<file path="config.mk">
export PLATFORM = sky130hd
export DESIGN_NAME = bitcount_unit
export DESIGN_NICKNAME = d
export VERILOG_FILES = /design/src/rtl/bitcount_pkg.sv /design/src/rtl/bc_lead_zero.sv /design/src/rtl/bc_trail_zero.sv /design/src/rtl/bc_ones.sv /design/src/rtl/bitcount_unit.sv
export SDC_FILE = /design/constraint.sdc
export NUM_CORES = 1
export LEC_CHECK = 0
export CORE_UTILIZATION = 30
export DETAILED_ROUTE_END_ITERATION = 8
export PLACE_DENSITY = 0.56
export SLEW_MARGIN = 20
export SYNTH_ARGS = -nofsm -noshare
export SYNTH_HDL_FRONTEND = slang
export SYNTH_SLANG_ARGS = --single-unit
</file>
<file path="constraint.sdc">
create_clock -name vclk -period 15.6
set_input_delay 3.9 -clock vclk [all_inputs]
set_output_delay 3.9 -clock vclk [all_outputs]
set_load 0.02 [all_outputs]
</file>
<file path="src/rtl/bitcount_pkg.sv">
// Shared definitions for the bit counting unit.
// Assumes a two-bit count select.
package bitcount_pkg;
    typedef enum logic [1:0] {
        CNT_LEAD  = 2'b00,
        CNT_TRAIL = 2'b01,
        CNT_ONES  = 2'b10,
        CNT_NONE  = 2'b11
    } cnt_sel_e;
endpackage

</file>
<file path="src/rtl/bc_lead_zero.sv">
// Leading-zero counter over a W-bit vector. Returns W for an all-zero vector.
// Assumes CW is wide enough to hold W.
module bc_lead_zero #(
    parameter int unsigned W  = 64,
    parameter int unsigned CW = $clog2(W + 1)
) (
    input  logic [W-1:0]  vec,
    output logic [CW-1:0] cnt
);
    // Scan upwards so that the highest set bit is the last one to write the count.
    always_comb begin
        cnt = CW'(W);
        for (int i = 0; i < int'(W); i++) begin
            if (vec[i]) cnt = CW'(int'(W) - 1 - i);
        end
    end
endmodule

</file>
<file path="src/rtl/bc_trail_zero.sv">
// Trailing-zero counter built by reversing the vector into a leading-zero counter.
// Returns W for an all-zero vector.
module bc_trail_zero #(
    parameter int unsigned W  = 64,
    parameter int unsigned CW = $clog2(W + 1)
) (
    input  logic [W-1:0]  vec,
    output logic [CW-1:0] cnt
);
    logic [W-1:0] flipped;

    // Mirror the bit order, one wire per position.
    for (genvar g = 0; g < int'(W); g++) begin : g_flip
        assign flipped[g] = vec[W-1-g];
    end

    bc_lead_zero #(.W(W), .CW(CW)) u_lz (
        .vec (flipped),
        .cnt (cnt)
    );
endmodule

</file>
<file path="src/rtl/bc_ones.sv">
// Population counter over a W-bit vector.
// Assumes CW is wide enough to hold W.
module bc_ones #(
    parameter int unsigned W  = 64,
    parameter int unsigned CW = $clog2(W + 1)
) (
    input  logic [W-1:0]  vec,
    output logic [CW-1:0] cnt
);
    // Sum every bit into the count.
    always_comb begin
        cnt = '0;
        for (int i = 0; i < int'(W); i++) begin
            cnt = cnt + CW'(vec[i]);
        end
    end
endmodule

</file>
<file path="src/rtl/bitcount_unit.sv">
// Bit counting unit: leading zeros, trailing zeros or ones of one operand.
// Word mode shapes the operand for the shared full-width counters:
// the high half is zeroed for the leading and ones counts and filled with
// ones for the trailing count. The leading count is then reduced by WORD.
// Word mode exists only when XLEN > WORD. The block is purely combinational.
module bitcount_unit #(
    parameter int unsigned XLEN = 64,
    parameter int unsigned WORD = 32
) (
    input  logic [XLEN-1:0] op_a,
    input  logic [1:0]      op_sel,
    input  logic            word_mode,
    output logic [XLEN-1:0] result
);
    import bitcount_pkg::*;

    localparam int unsigned CW = $clog2(XLEN + 1);

    logic [XLEN-1:0] zext_in;
    logic [XLEN-1:0] fill_in;
    logic [CW-1:0]   lead_adj;
    logic [CW-1:0]   lead_raw;
    logic [CW-1:0]   trail_cnt;
    logic [CW-1:0]   ones_cnt;
    logic [CW-1:0]   pick;

    if (XLEN > WORD) begin : g_word
        localparam int unsigned HI = XLEN - WORD;
        // Shape the operand for word mode and set the leading-count correction.
        always_comb begin
            zext_in  = word_mode ? {{HI{1'b0}}, op_a[WORD-1:0]} : op_a;
            fill_in  = word_mode ? {{HI{1'b1}}, op_a[WORD-1:0]} : op_a;
            lead_adj = word_mode ? CW'(WORD) : '0;
        end
    end else begin : g_full
        // No word mode at this width: pass the operand straight through.
        always_comb begin
            zext_in  = op_a;
            fill_in  = op_a;
            lead_adj = '0;
        end
    end

    bc_lead_zero  #(.W(XLEN), .CW(CW)) u_lead  (.vec(zext_in), .cnt(lead_raw));
    bc_trail_zero #(.W(XLEN), .CW(CW)) u_trail (.vec(fill_in), .cnt(trail_cnt));
    bc_ones       #(.W(XLEN), .CW(CW)) u_ones  (.vec(zext_in), .cnt(ones_cnt));

    // Choose the count named by the select. The reserved code gives zero.
    always_comb begin
        unique case (cnt_sel_e'(op_sel))
            CNT_LEAD:  pick = lead_raw - lead_adj;
            CNT_TRAIL: pick = trail_cnt;
            CNT_ONES:  pick = ones_cnt;
            default:   pick = '0;
        endcase
    end

    // Zero-extend the count to the datapath width.
    assign result = {{(XLEN-CW){1'b0}}, pick};
endmodule

</file>
==> impl_metrics.py, run 1 <==
metrics = {
    "setup_path": {
        "setup.worst_path.start_class": "input port",
        "arrival_ns": 11.22,
        "cp_data_required_time_ns": 11.70,
        "end_kind": "output pin",
        "crit_fanout": 19,
        "path_type_of_the_worst_setup_path": "in -> out",
    },
    "die": {
        "die_area_um2": 13800,
        "i_o_pin_cnt": 131,
        "die_y_um": 118,
        "initial_utilization_pct": 31.3,
        "row_count": 41,
        "fp.dieW_um": 118,
        "design.core.area_um2": 12800,
    },
    "routing": {
        "route.final.wire_length_mm": 12.7,
        "routed_via_density": 5.14,
        "initialDrtViolationCount": 426,
        "drt_first_pass_iters": 5,
        "final_antenna_net_count": 0,
        "route.detailed.drc": 0,
        "wire_per_inst_um": 16.6,
        "routed-via-count": 3946,
    },
    "timing": {
        "final_min_period_over_clock_period_pct": 96.9,
        "finalSetupViolCount": 0,
        "totalNegativeSetupSlack_ns": 0,
        "final_min_period_ns": 15.12,
        "slew_headroom_pct": 44.1,
        "unrepaired_setup_endpoints_after_global_routing": "no",
        "slew_violations": 0,
        "final_hold_viol_count": 0,
        "worstMarginPinSlew_ns": 0.817,
        "maximum_operating_frequency_mhz": 66.1,
    },
    "cells_and_area": {
        "design.final.nets": 738,
        "final-instance-count-excl-fill": 768,
        "area.sequential_um2": 0,
        "final_design_area_no_fill_um2": 4730,
        "multi_input_logic_area_um2": 3430,
        "insertedDiodeCount": 0,
        "area_growth_synth_to_finish_pct": 17.7,
        "layout-drive-gt1-share_pct": 4.87,
        "count_of_fill_cells_added_during_filler_insertion": 1375,
        "numSequentialCells": 0,
        "clockBufferCount": 0,
    },
    "logic_synthesis": {
        "largest_cells_by_area_after_synthesis": "sky130_fd_sc_hd__fa_1, sky130_fd_sc_hd__buf_4, sky130_fd_sc_hd__inv_1, sky130_fd_sc_hd__ha_1, sky130_fd_sc_hd__nor2_1",
        "synth.yosys.seq_area_share_pct": 0,
        "post_synth.cell_area_avg_um2": 7.60,
        "distinct_cell_type_count_of_the_synthesized_netlist": 56,
        "synth_area_um2": 4020,
        "yosys_warnings": 0,
        "synth_top_area_cell": "sky130_fd_sc_hd__fa_1",
        "post_syn_instances": 528,
        "yosys.area.top_type_share_pct": 26.9,
    },
    "flow_run": {
        "maxCapViolCount": 0,
    },
    "clock_network": {
        "cts_post_setup_buffers_inserted": 0,
        "cts_hold_buf": 0,
        "cts.repair.resized": 0,
    },
    "pwr": {
        "power-per-cell-area_nw_per_um2": 267,
        "peak_ir_drop_on_the_vdd_network_uv": 359,
        "p_leak_nw": 1.97,
    },
    "placed_design": {
        "placed_cells_incl_taps": 768,
        "weighted_congestion_reported_at_the_end_of_routability_driven_placement": 0.892,
        "detailed_place_hpwl_mm": 11.2,
        "portBuffers": 74,
        "placed_area_um2": 4730,
    },
    "status": {
        "run_status": "complete, no violations",
    },
    "global_route": {
        "grt-ovfl-total": 0,
        "pin_count_of_the_biggest_net_entering_global_routing": 23,
        "first_global_vias": 3931,
        "grt_first_pass_wirelength_mm": 20.5,
        "globalRouteTotalUtil_pct": 18.3,
        "antenna_found_initial": 0,
    },
    "min_path": {
        "hp-class": "in -> out",
    },
}
cell families after synthesis:
logic type,Yosys count,synth area share (%)
and+or+nand+nor,184,26.3
buffers and inverters,150,19.9
AOI/OAI and AO/OA,115,19.7
adders and majority gates,73,32.8
xor gates and xnor gates,5,1.09
other,1,0.0934
layout by cell type, fill, tap and decap left out, types with 5 or more instances in the layout:
cell type and count:
sky130_fd_sc_hd__inv_1 84, sky130_fd_sc_hd__clkdlybuf4s50_1 74, sky130_fd_sc_hd__conb_1 57, sky130_fd_sc_hd__fa_1 54
sky130_fd_sc_hd__nor2_1 52, sky130_fd_sc_hd__o21ai_0 24, sky130_fd_sc_hd__nand2b_1 22, sky130_fd_sc_hd__a21oi_1 19
sky130_fd_sc_hd__nor3_1 19, sky130_fd_sc_hd__ha_1 19, sky130_fd_sc_hd__nor2b_1 16, sky130_fd_sc_hd__nand2_1 14
sky130_fd_sc_hd__nor4_1 12, sky130_fd_sc_hd__or4_4 10, sky130_fd_sc_hd__or4_1 9, sky130_fd_sc_hd__o211ai_1 9
sky130_fd_sc_hd__or3_1 7, sky130_fd_sc_hd__a31oi_1 6, sky130_fd_sc_hd__o31ai_1 6, sky130_fd_sc_hd__nand3_1 5
sky130_fd_sc_hd__o221ai_1 5, sky130_fd_sc_hd__a211oi_1 5
area by class of cell:
class / instances / share of cell area (%)
Multi-Input combinational cell: 434 / 72.5
Timing Repair Buffer: 78 / 16.3
Inverter: 84 / 6.67
Tap cell: 172 / 4.55
worst max-delay path, cell delays in order:
cell                              delay, ns
sky130_fd_sc_hd__clkdlybuf4s50_1       0.87
sky130_fd_sc_hd__nor2b_1               0.16
sky130_fd_sc_hd__fa_1                  0.56
sky130_fd_sc_hd__inv_1                 0.05
sky130_fd_sc_hd__fa_1                  0.50
sky130_fd_sc_hd__fa_1                  0.56
sky130_fd_sc_hd__inv_1                 0.05
sky130_fd_sc_hd__fa_1                  0.48
sky130_fd_sc_hd__inv_1                 0.05
sky130_fd_sc_hd__fa_1                  0.52
sky130_fd_sc_hd__fa_1                  0.43
sky130_fd_sc_hd__fa_1                  0.51
sky130_fd_sc_hd__fa_1                  0.43
sky130_fd_sc_hd__fa_1                  0.42
sky130_fd_sc_hd__fa_1                  0.48
sky130_fd_sc_hd__o21ai_0               0.16
sky130_fd_sc_hd__a21oi_1               0.11
sky130_fd_sc_hd__o21ai_0               0.15
sky130_fd_sc_hd__o211ai_1              0.11
sky130_fd_sc_hd__o221ai_2              0.07
sky130_fd_sc_hd__clkdlybuf4s50_1       0.63
synth_stat cells, types with 5 or more instances:
cell,count
sky130_fd_sc_hd__inv_1,84
sky130_fd_sc_hd__buf_4,59
sky130_fd_sc_hd__fa_1,54
sky130_fd_sc_hd__nor2_1,52
sky130_fd_sc_hd__o21ai_0,24
sky130_fd_sc_hd__nand2b_1,22
sky130_fd_sc_hd__a21oi_1,19
sky130_fd_sc_hd__ha_1,19
sky130_fd_sc_hd__nor3_1,19
sky130_fd_sc_hd__nor2b_1,16
sky130_fd_sc_hd__nand2_1,14
sky130_fd_sc_hd__nor4_1,12
sky130_fd_sc_hd__or4_4,10
sky130_fd_sc_hd__o211ai_1,9
sky130_fd_sc_hd__or4_1,9
sky130_fd_sc_hd__or3_1,7
sky130_fd_sc_hd__a31oi_1,6
sky130_fd_sc_hd__o31ai_1,6
sky130_fd_sc_hd__a211oi_1,5
sky130_fd_sc_hd__clkbuf_1,5
sky130_fd_sc_hd__nand3_1,5
sky130_fd_sc_hd__o221ai_1,5
per-stage QoR:
step	setup slack [ns]	power, mW	hold slack [ns]	utilization [%]
after global placement	0.540	1.23	9.15	36.9
after detailed placement	0.470	1.25	9.16	36.9
final	0.477	1.26	9.15	36.9
after CTS	0.477	1.26	9.16	36.9
after global routing	0.132	1.39	9.22	36.9
after floorplan	1.08	0.910	8.08	-
path summary, 6_finish.rpt:
kind                  startpoint        end  slack [ns]  cells past startpoint
worst min-delay path   op_sel[1]  result[6]        9.15                      4
worst max-delay path   word_mode  result[6]        0.48                     21
power by group:
| part | internal [mW] | switching [mW] |
|---|---|---|
| clock network | 0 | 0 |
| logic | 0.588 | 0.676 |
| registers | 0 | 0 |
| total | 0.588 | 0.676 |
routing by layer:
layer | part of all wire, % | up-vias | global-route usage [%]
met4 | 1.5 | 0 | 2.00
met1 | 44 | 1914 | 24.7
li1 | - | 1846 | -
met3 | 5.4 | 16 | 1.79
met5 | 0 | - | 0
met2 | 49 | 170 | 32.2
Power figures use the tool's default switching activity.
==> inputs of run 2 (changes only) <==
Settings changed: ABC_AREA set to 1, CORE_MARGIN set to 3.
==> impl_metrics.py, run 2 <==
metrics = {
    "logic_synthesis": {
        "yosys-top-cells-count": "sky130_fd_sc_hd__inv_1, sky130_fd_sc_hd__nand2_1, sky130_fd_sc_hd__nor2_1",
        "post_syn_instances": 663,
        "yosys_warnings": 0,
        "synth.yosys.seq_area_share_pct": 0,
        "synth_top_area_cell": "sky130_fd_sc_hd__fa_1",
        "largest_cells_by_area_after_synthesis": "sky130_fd_sc_hd__fa_1, sky130_fd_sc_hd__inv_1, sky130_fd_sc_hd__nand2_1, sky130_fd_sc_hd__buf_4, sky130_fd_sc_hd__nor2_1",
        "synth.most_common_cell": "sky130_fd_sc_hd__inv_1",
        "yosys.area.top_type_share_pct": 26.9,
        "post_synth.cell_area_avg_um2": 6.07,
        "synth_area_um2": 4020,
        "distinct_cell_type_count_of_the_synthesized_netlist": 32,
    },
    "timing": {
        "final_worst_hold_slack_ns": 9.07,
        "final_hold_viol_count": 0,
        "final_min_period_ns": 15.03,
        "totalNegativeSetupSlack_ns": 0,
        "unrepaired_setup_endpoints_after_global_routing": "no",
        "maximum_operating_frequency_mhz": 66.5,
        "finalSetupViolCount": 0,
        "final_min_period_over_clock_period_pct": 96.3,
        "slew_headroom_pct": 62.6,
        "slew_violations": 0,
        "worstMarginPinSlew_ns": 0.558,
    },
    "die": {
        "i_o_pin_cnt": 131,
        "die_area_um2": 14800,
        "fp.dieW_um": 122,
        "row_count": 41,
        "die_y_um": 122,
        "initial_utilization_pct": 31.2,
        "design.core.area_um2": 12900,
    },
    "min_path": {
        "hp-class": "in -> out",
    },
    "global_route": {
        "antenna_found_initial": 0,
        "grt-ovfl-total": 0,
        "first_global_vias": 3825,
        "grt_first_pass_wirelength_mm": 18.7,
        "pin_count_of_the_biggest_net_entering_global_routing": 28,
        "globalRouteTotalUtil_pct": 15.5,
    },
    "routing": {
        "routed_via_density": 4.40,
        "wire_per_inst_um": 12.8,
        "route.detailed.drc": 0,
        "routed-via-count": 3985,
        "initialDrtViolationCount": 200,
        "final_antenna_net_count": 0,
        "route.final.wire_length_mm": 11.6,
        "drt_first_pass_iters": 5,
    },
    "clock_network": {
        "cts.repair.resized": 0,
        "cts_hold_buf": 0,
        "cts_post_setup_buffers_inserted": 0,
    },
    "status": {
        "run_status": "complete, no violations",
    },
    "cells_and_area": {
        "layout.core_utilization_pct": 36.9,
        "layout_common_cells": "sky130_fd_sc_hd__inv_1, sky130_fd_sc_hd__nand2_1, sky130_fd_sc_hd__nor2_1",
        "area_growth_synth_to_finish_pct": 18.1,
        "final_design_area_no_fill_um2": 4750,
        "design.final.nets": 875,
        "area.sequential_um2": 0,
        "layout-drive-gt1-share_pct": 0.819,
        "layout_commonest_cell": "sky130_fd_sc_hd__inv_1",
        "clockBufferCount": 0,
        "numSequentialCells": 0,
        "insertedDiodeCount": 0,
        "final-instance-count-excl-fill": 905,
    },
    "setup_path": {
        "path_type_of_the_worst_setup_path": "in -> out",
        "end_kind": "output pin",
        "crit_fanout": 27,
        "cp_data_required_time_ns": 11.70,
        "arrival_ns": 11.13,
        "setup.worst_path.start_class": "input port",
    },
    "pwr": {
        "p_leak_nw": 2.46,
        "power-per-cell-area_nw_per_um2": 242,
        "peak_ir_drop_on_the_vdd_network_uv": 542,
    },
    "flow_run": {
        "maxCapViolCount": 0,
    },
    "placed_design": {
        "detailed_place_hpwl_mm": 10.6,
        "placed_cells_incl_taps": 905,
        "weighted_congestion_reported_at_the_end_of_routability_driven_placement": 0.909,
        "placed_area_um2": 4750,
        "portBuffers": 74,
    },
}
-- run 2: cell types whose count changed after synthesis, moves of 8 or more --
cell,before,now
sky130_fd_sc_hd__o21ai_1,4,15
sky130_fd_sc_hd__or4_4,10,0
sky130_fd_sc_hd__inv_1,84,156
sky130_fd_sc_hd__nand2_1,14,131
sky130_fd_sc_hd__nor2_1,52,97
sky130_fd_sc_hd__nor2b_1,16,0
sky130_fd_sc_hd__o211ai_1,9,1
sky130_fd_sc_hd__a21oi_1,19,27
sky130_fd_sc_hd__or4_1,9,0
sky130_fd_sc_hd__o21ai_0,24,12
sky130_fd_sc_hd__nand3_1,5,26
sky130_fd_sc_hd__nand2b_1,22,0
-- run 2: through the flow --
| stage | setup slack (ns) | total power, mW |
|---|---|---|
| after CTS | 0.550 | 1.16 |
| after global placement | 0.594 | 1.14 |
| final | 0.573 | 1.15 |
| after detailed placement | 0.589 | 1.14 |
| after floorplan | 1.16 | 0.835 |
| after global routing | 0.186 | 1.31 |
-- run 2: path summary, 6_finish.rpt --
check                      from  cells past startpoint  slack [ns]   endpoint
worst max-delay path  word_mode                     24        0.57  result[6]
worst min-delay path  op_sel[0]                      6        9.07  result[0]
-- run 2: logic make-up after synthesis --
group / share of synthesized area [%]
AOI/OAI and AO/OA: 10.4
xor gates and xnor gates: 0.436
adders and majority gates: 32.8
buffers and inverters: 26.0
other: 0.0932
and+or+nand+nor: 30.2
-- run 2: per-layer routing --
layer / part of all wire [%] / GRT usage (%) / vias up
met1: 46 / 22.5 / 1807
met2: 48 / 26.3 / 117
met5: 0 / 0 / -
met4: 0.29 / 0.420 / 0
met3: 5.9 / 1.72 / 4
li1: - / - / 2057
-- run 2: where the power goes --
| part | internal [mW] | switching, mW | leakage (nW) |
|---|---|---|---|
| Clock | 0 | 0 | 0 |
| Sequential | 0 | 0 | 0 |
| Combinational | 0.508 | 0.644 | 2.46 |
-- run 2: final cells by class --
type / count / area (um^2)
timing repair buffer: 76 / 756
tap: 172 / 215
inverter: 158 / 593
multi-input combinational: 499 / 3190
fill: 1439 / 8130
-- run 2: worst max-delay path, cell delays in order --
cell	delay [ns]
sky130_fd_sc_hd__clkdlybuf4s50_1	0.45
sky130_fd_sc_hd__buf_4	0.27
sky130_fd_sc_hd__nor2_1	0.17
sky130_fd_sc_hd__fa_1	0.55
sky130_fd_sc_hd__inv_1	0.06
sky130_fd_sc_hd__fa_1	0.51
sky130_fd_sc_hd__fa_1	0.56
sky130_fd_sc_hd__inv_1	0.05
sky130_fd_sc_hd__fa_1	0.47
sky130_fd_sc_hd__inv_1	0.05
sky130_fd_sc_hd__fa_1	0.52
sky130_fd_sc_hd__fa_1	0.43
sky130_fd_sc_hd__fa_1	0.53
sky130_fd_sc_hd__fa_1	0.44
sky130_fd_sc_hd__fa_1	0.43
sky130_fd_sc_hd__fa_1	0.47
sky130_fd_sc_hd__nor2_1	0.12
sky130_fd_sc_hd__o21ai_0	0.08
sky130_fd_sc_hd__nand2_1	0.10
sky130_fd_sc_hd__a21oi_1	0.07
sky130_fd_sc_hd__nor2_1	0.08
sky130_fd_sc_hd__o21ai_0	0.07
sky130_fd_sc_hd__o221ai_1	0.09
sky130_fd_sc_hd__clkdlybuf4s50_1	0.64
==> inputs of run 3 (changes only) <==
Settings changed: CORE_UTILIZATION 30 to 40, PLACE_DENSITY 0.56 to 0.71.
Clock period 15.6 ns to 17.5 ns, I/O delays scaled along.
==> impl_metrics.py, run 3 (synthesized netlist as in run 2, its figures left out) <==
metrics = {
    "status": {
        "run_status": "complete, no violations",
    },
    "routing": {
        "initialDrtViolationCount": 163,
        "routed_via_density": 4.66,
        "top_signal_layer_used": "met4",
        "routed-wl-met3_um": 627,
        "detail_route.wirelength.met1_mm": 5.34,
        "route.detailed.drc": 0,
        "routed-via-count": 4015,
        "wl_met2_mm": 5.50,
        "final_antenna_net_count": 0,
        "drt_first_pass_iters": 4,
        "route.final.wire_length_mm": 11.6,
        "wire_per_inst_um": 13.4,
    },
    "cells_and_area": {
        "design.final.nets": 874,
        "numSequentialCells": 0,
        "layout_commonest_cell": "sky130_fd_sc_hd__inv_1",
        "layout.core_utilization_pct": 49.3,
        "clockBufferCount": 0,
        "area.sequential_um2": 0,
        "layout_common_cells": "sky130_fd_sc_hd__inv_1, sky130_fd_sc_hd__nand2_1, sky130_fd_sc_hd__nor2_1",
        "final-instance-count-excl-fill": 861,
        "layout-drive-gt1-share_pct": 0.683,
        "area_growth_synth_to_finish_pct": 16.5,
        "insertedDiodeCount": 0,
    },
    "setup_path": {
        "path_cells": "clkdlybuf4s50_1 > buf_4 > nor2_1 > fa_1 > inv_1 > fa_1 > fa_1 > inv_1 > fa_1 > inv_1 > fa_1 > fa_1 > fa_1 > fa_1 > fa_1 > fa_1 > nor2_1 > o21ai_0 > nand2_1 > a21oi_1 > nor2_1 > o21ai_0 > o221ai_1 > clkdlybuf4s50_1",
        "cp_data_required_time_ns": 13.12,
        "cpLargestDelayFamily": "adder cells",
        "sum_of_buffers_and_inverters_on_the_critical_path": 6,
        "end_kind": "output pin",
        "critical_path_s_largest_stage_delay_ns": 0.63,
        "path_type_of_the_worst_setup_path": "in -> out",
        "crit_slowest_cell": "sky130_fd_sc_hd__clkdlybuf4s50_1",
        "arrival_ns": 11.80,
        "worst_path_most_repeated_cell": "sky130_fd_sc_hd__fa_1",
        "crit_fanout": 42,
        "setup.worst_path.start_class": "input port",
    },
    "timing": {
        "worstMarginPinSlew_ns": 0.531,
        "slew_violations": 0,
        "slew_headroom_pct": 64.5,
        "totalNegativeSetupSlack_ns": 0,
        "final_min_period_over_clock_period_pct": 92.4,
        "final_min_period_ns": 16.17,
        "maximum_operating_frequency_mhz": 61.8,
        "unrepaired_setup_endpoints_after_global_routing": "no",
        "finalSetupViolCount": 0,
        "final_hold_viol_count": 0,
    },
    "pwr": {
        "power_switching_share_pct": 55.8,
        "power.net_switching_uw": 571,
        "power-per-cell-area_nw_per_um2": 218,
        "peak_ir_drop_on_the_vdd_network_uv": 649,
        "sequentialPowerShare_pct": 0,
        "cellInternalPower_uw": 453,
        "combPwrFrac_pct": 100.0,
        "p_leak_nw": 2.46,
        "p_clk_share_pct": 0,
    },
    "placed_design": {
        "portBuffers": 74,
        "weighted_congestion_reported_at_the_end_of_routability_driven_placement": 0.926,
        "detailed_place_hpwl_mm": 10.5,
        "placed_cells_incl_taps": 861,
    },
    "die": {
        "design.core.area_um2": 9500,
        "die_area_um2": 11300,
        "fp.dieW_um": 106,
        "die_y_um": 106,
        "initial_utilization_pct": 42.3,
        "i_o_pin_cnt": 131,
        "row_count": 35,
    },
    "global_route": {
        "globalRouteTotalUtil_pct": 20.3,
        "grt_first_pass_wirelength_mm": 18.9,
        "pin_count_of_the_biggest_net_entering_global_routing": 43,
        "antenna_found_initial": 0,
        "first_global_vias": 3901,
        "grt-ovfl-total": 0,
    },
    "clock_network": {
        "cts_post_setup_buffers_inserted": 0,
        "cts.repair.resized": 0,
        "cts_hold_buf": 0,
    },
    "flow_run": {
        "maxCapViolCount": 0,
    },
    "min_path": {
        "hp-class": "in -> out",
    },
}
==> run 3: cell count changes in the layout (fill, tap and decap cells not counted) <==
cell                    change
sky130_fd_sc_hd__buf_4      -1
==> run 3: final timing paths <==
check	slack, ns	endpoint	start	cells after the start
worst min-delay path	10.00	result[0]	op_sel[0]	6
worst max-delay path	1.33	result[6]	word_mode	24
==> run 3: power by group through the flow <==
stage / clock network (mW) / logic (mW) / registers (mW)
6_report: 0 / 1.02 / 0
2_1_floorplan: 0 / 0.744 / 0
3_3_place_gp: 0 / 0.981 / 0
4_1_cts: 0 / 1.02 / 0
5_1_grt: 0 / 1.16 / 0
3_5_place_dp: 0 / 1.01 / 0
==> run 3: tightest hold or removal path, cell delays in order <==
cell                              delay, ns
sky130_fd_sc_hd__clkdlybuf4s50_1       0.44
sky130_fd_sc_hd__inv_1                 0.10
sky130_fd_sc_hd__nor3_1                0.07
sky130_fd_sc_hd__nand2_1               0.06
sky130_fd_sc_hd__nand2_1               0.05
sky130_fd_sc_hd__clkdlybuf4s50_1       0.53
==> run 3: cell type report <==
type / count / area (um^2)
fillers: 1000 / 4810
multi-input cells: 499 / 3190
repair buffers: 75 / 748
inverters: 158 / 593
well taps: 129 / 161
==> run 3: stage by stage <==
stage	hold WS [ns]	power, mW	worst slack, ns	area [um^2]
finish	10.00	1.02	1.33	4690
global route	10.07	1.16	1.02	4690
CTS	10.02	1.02	1.32	4690
detailed placement	10.02	1.01	1.36	4690
global placement	10.01	0.981	1.38	4690
floorplan	8.96	0.744	2.11	4230
==> run 3: metal layers <==
metal / up-vias / track usage [%]
li1: 2049 / -
met1: 1824 / 29.1
met2: 134 / 35.0
met3: 8 / 1.46
met4: 0 / 1.67
met5: - / 0
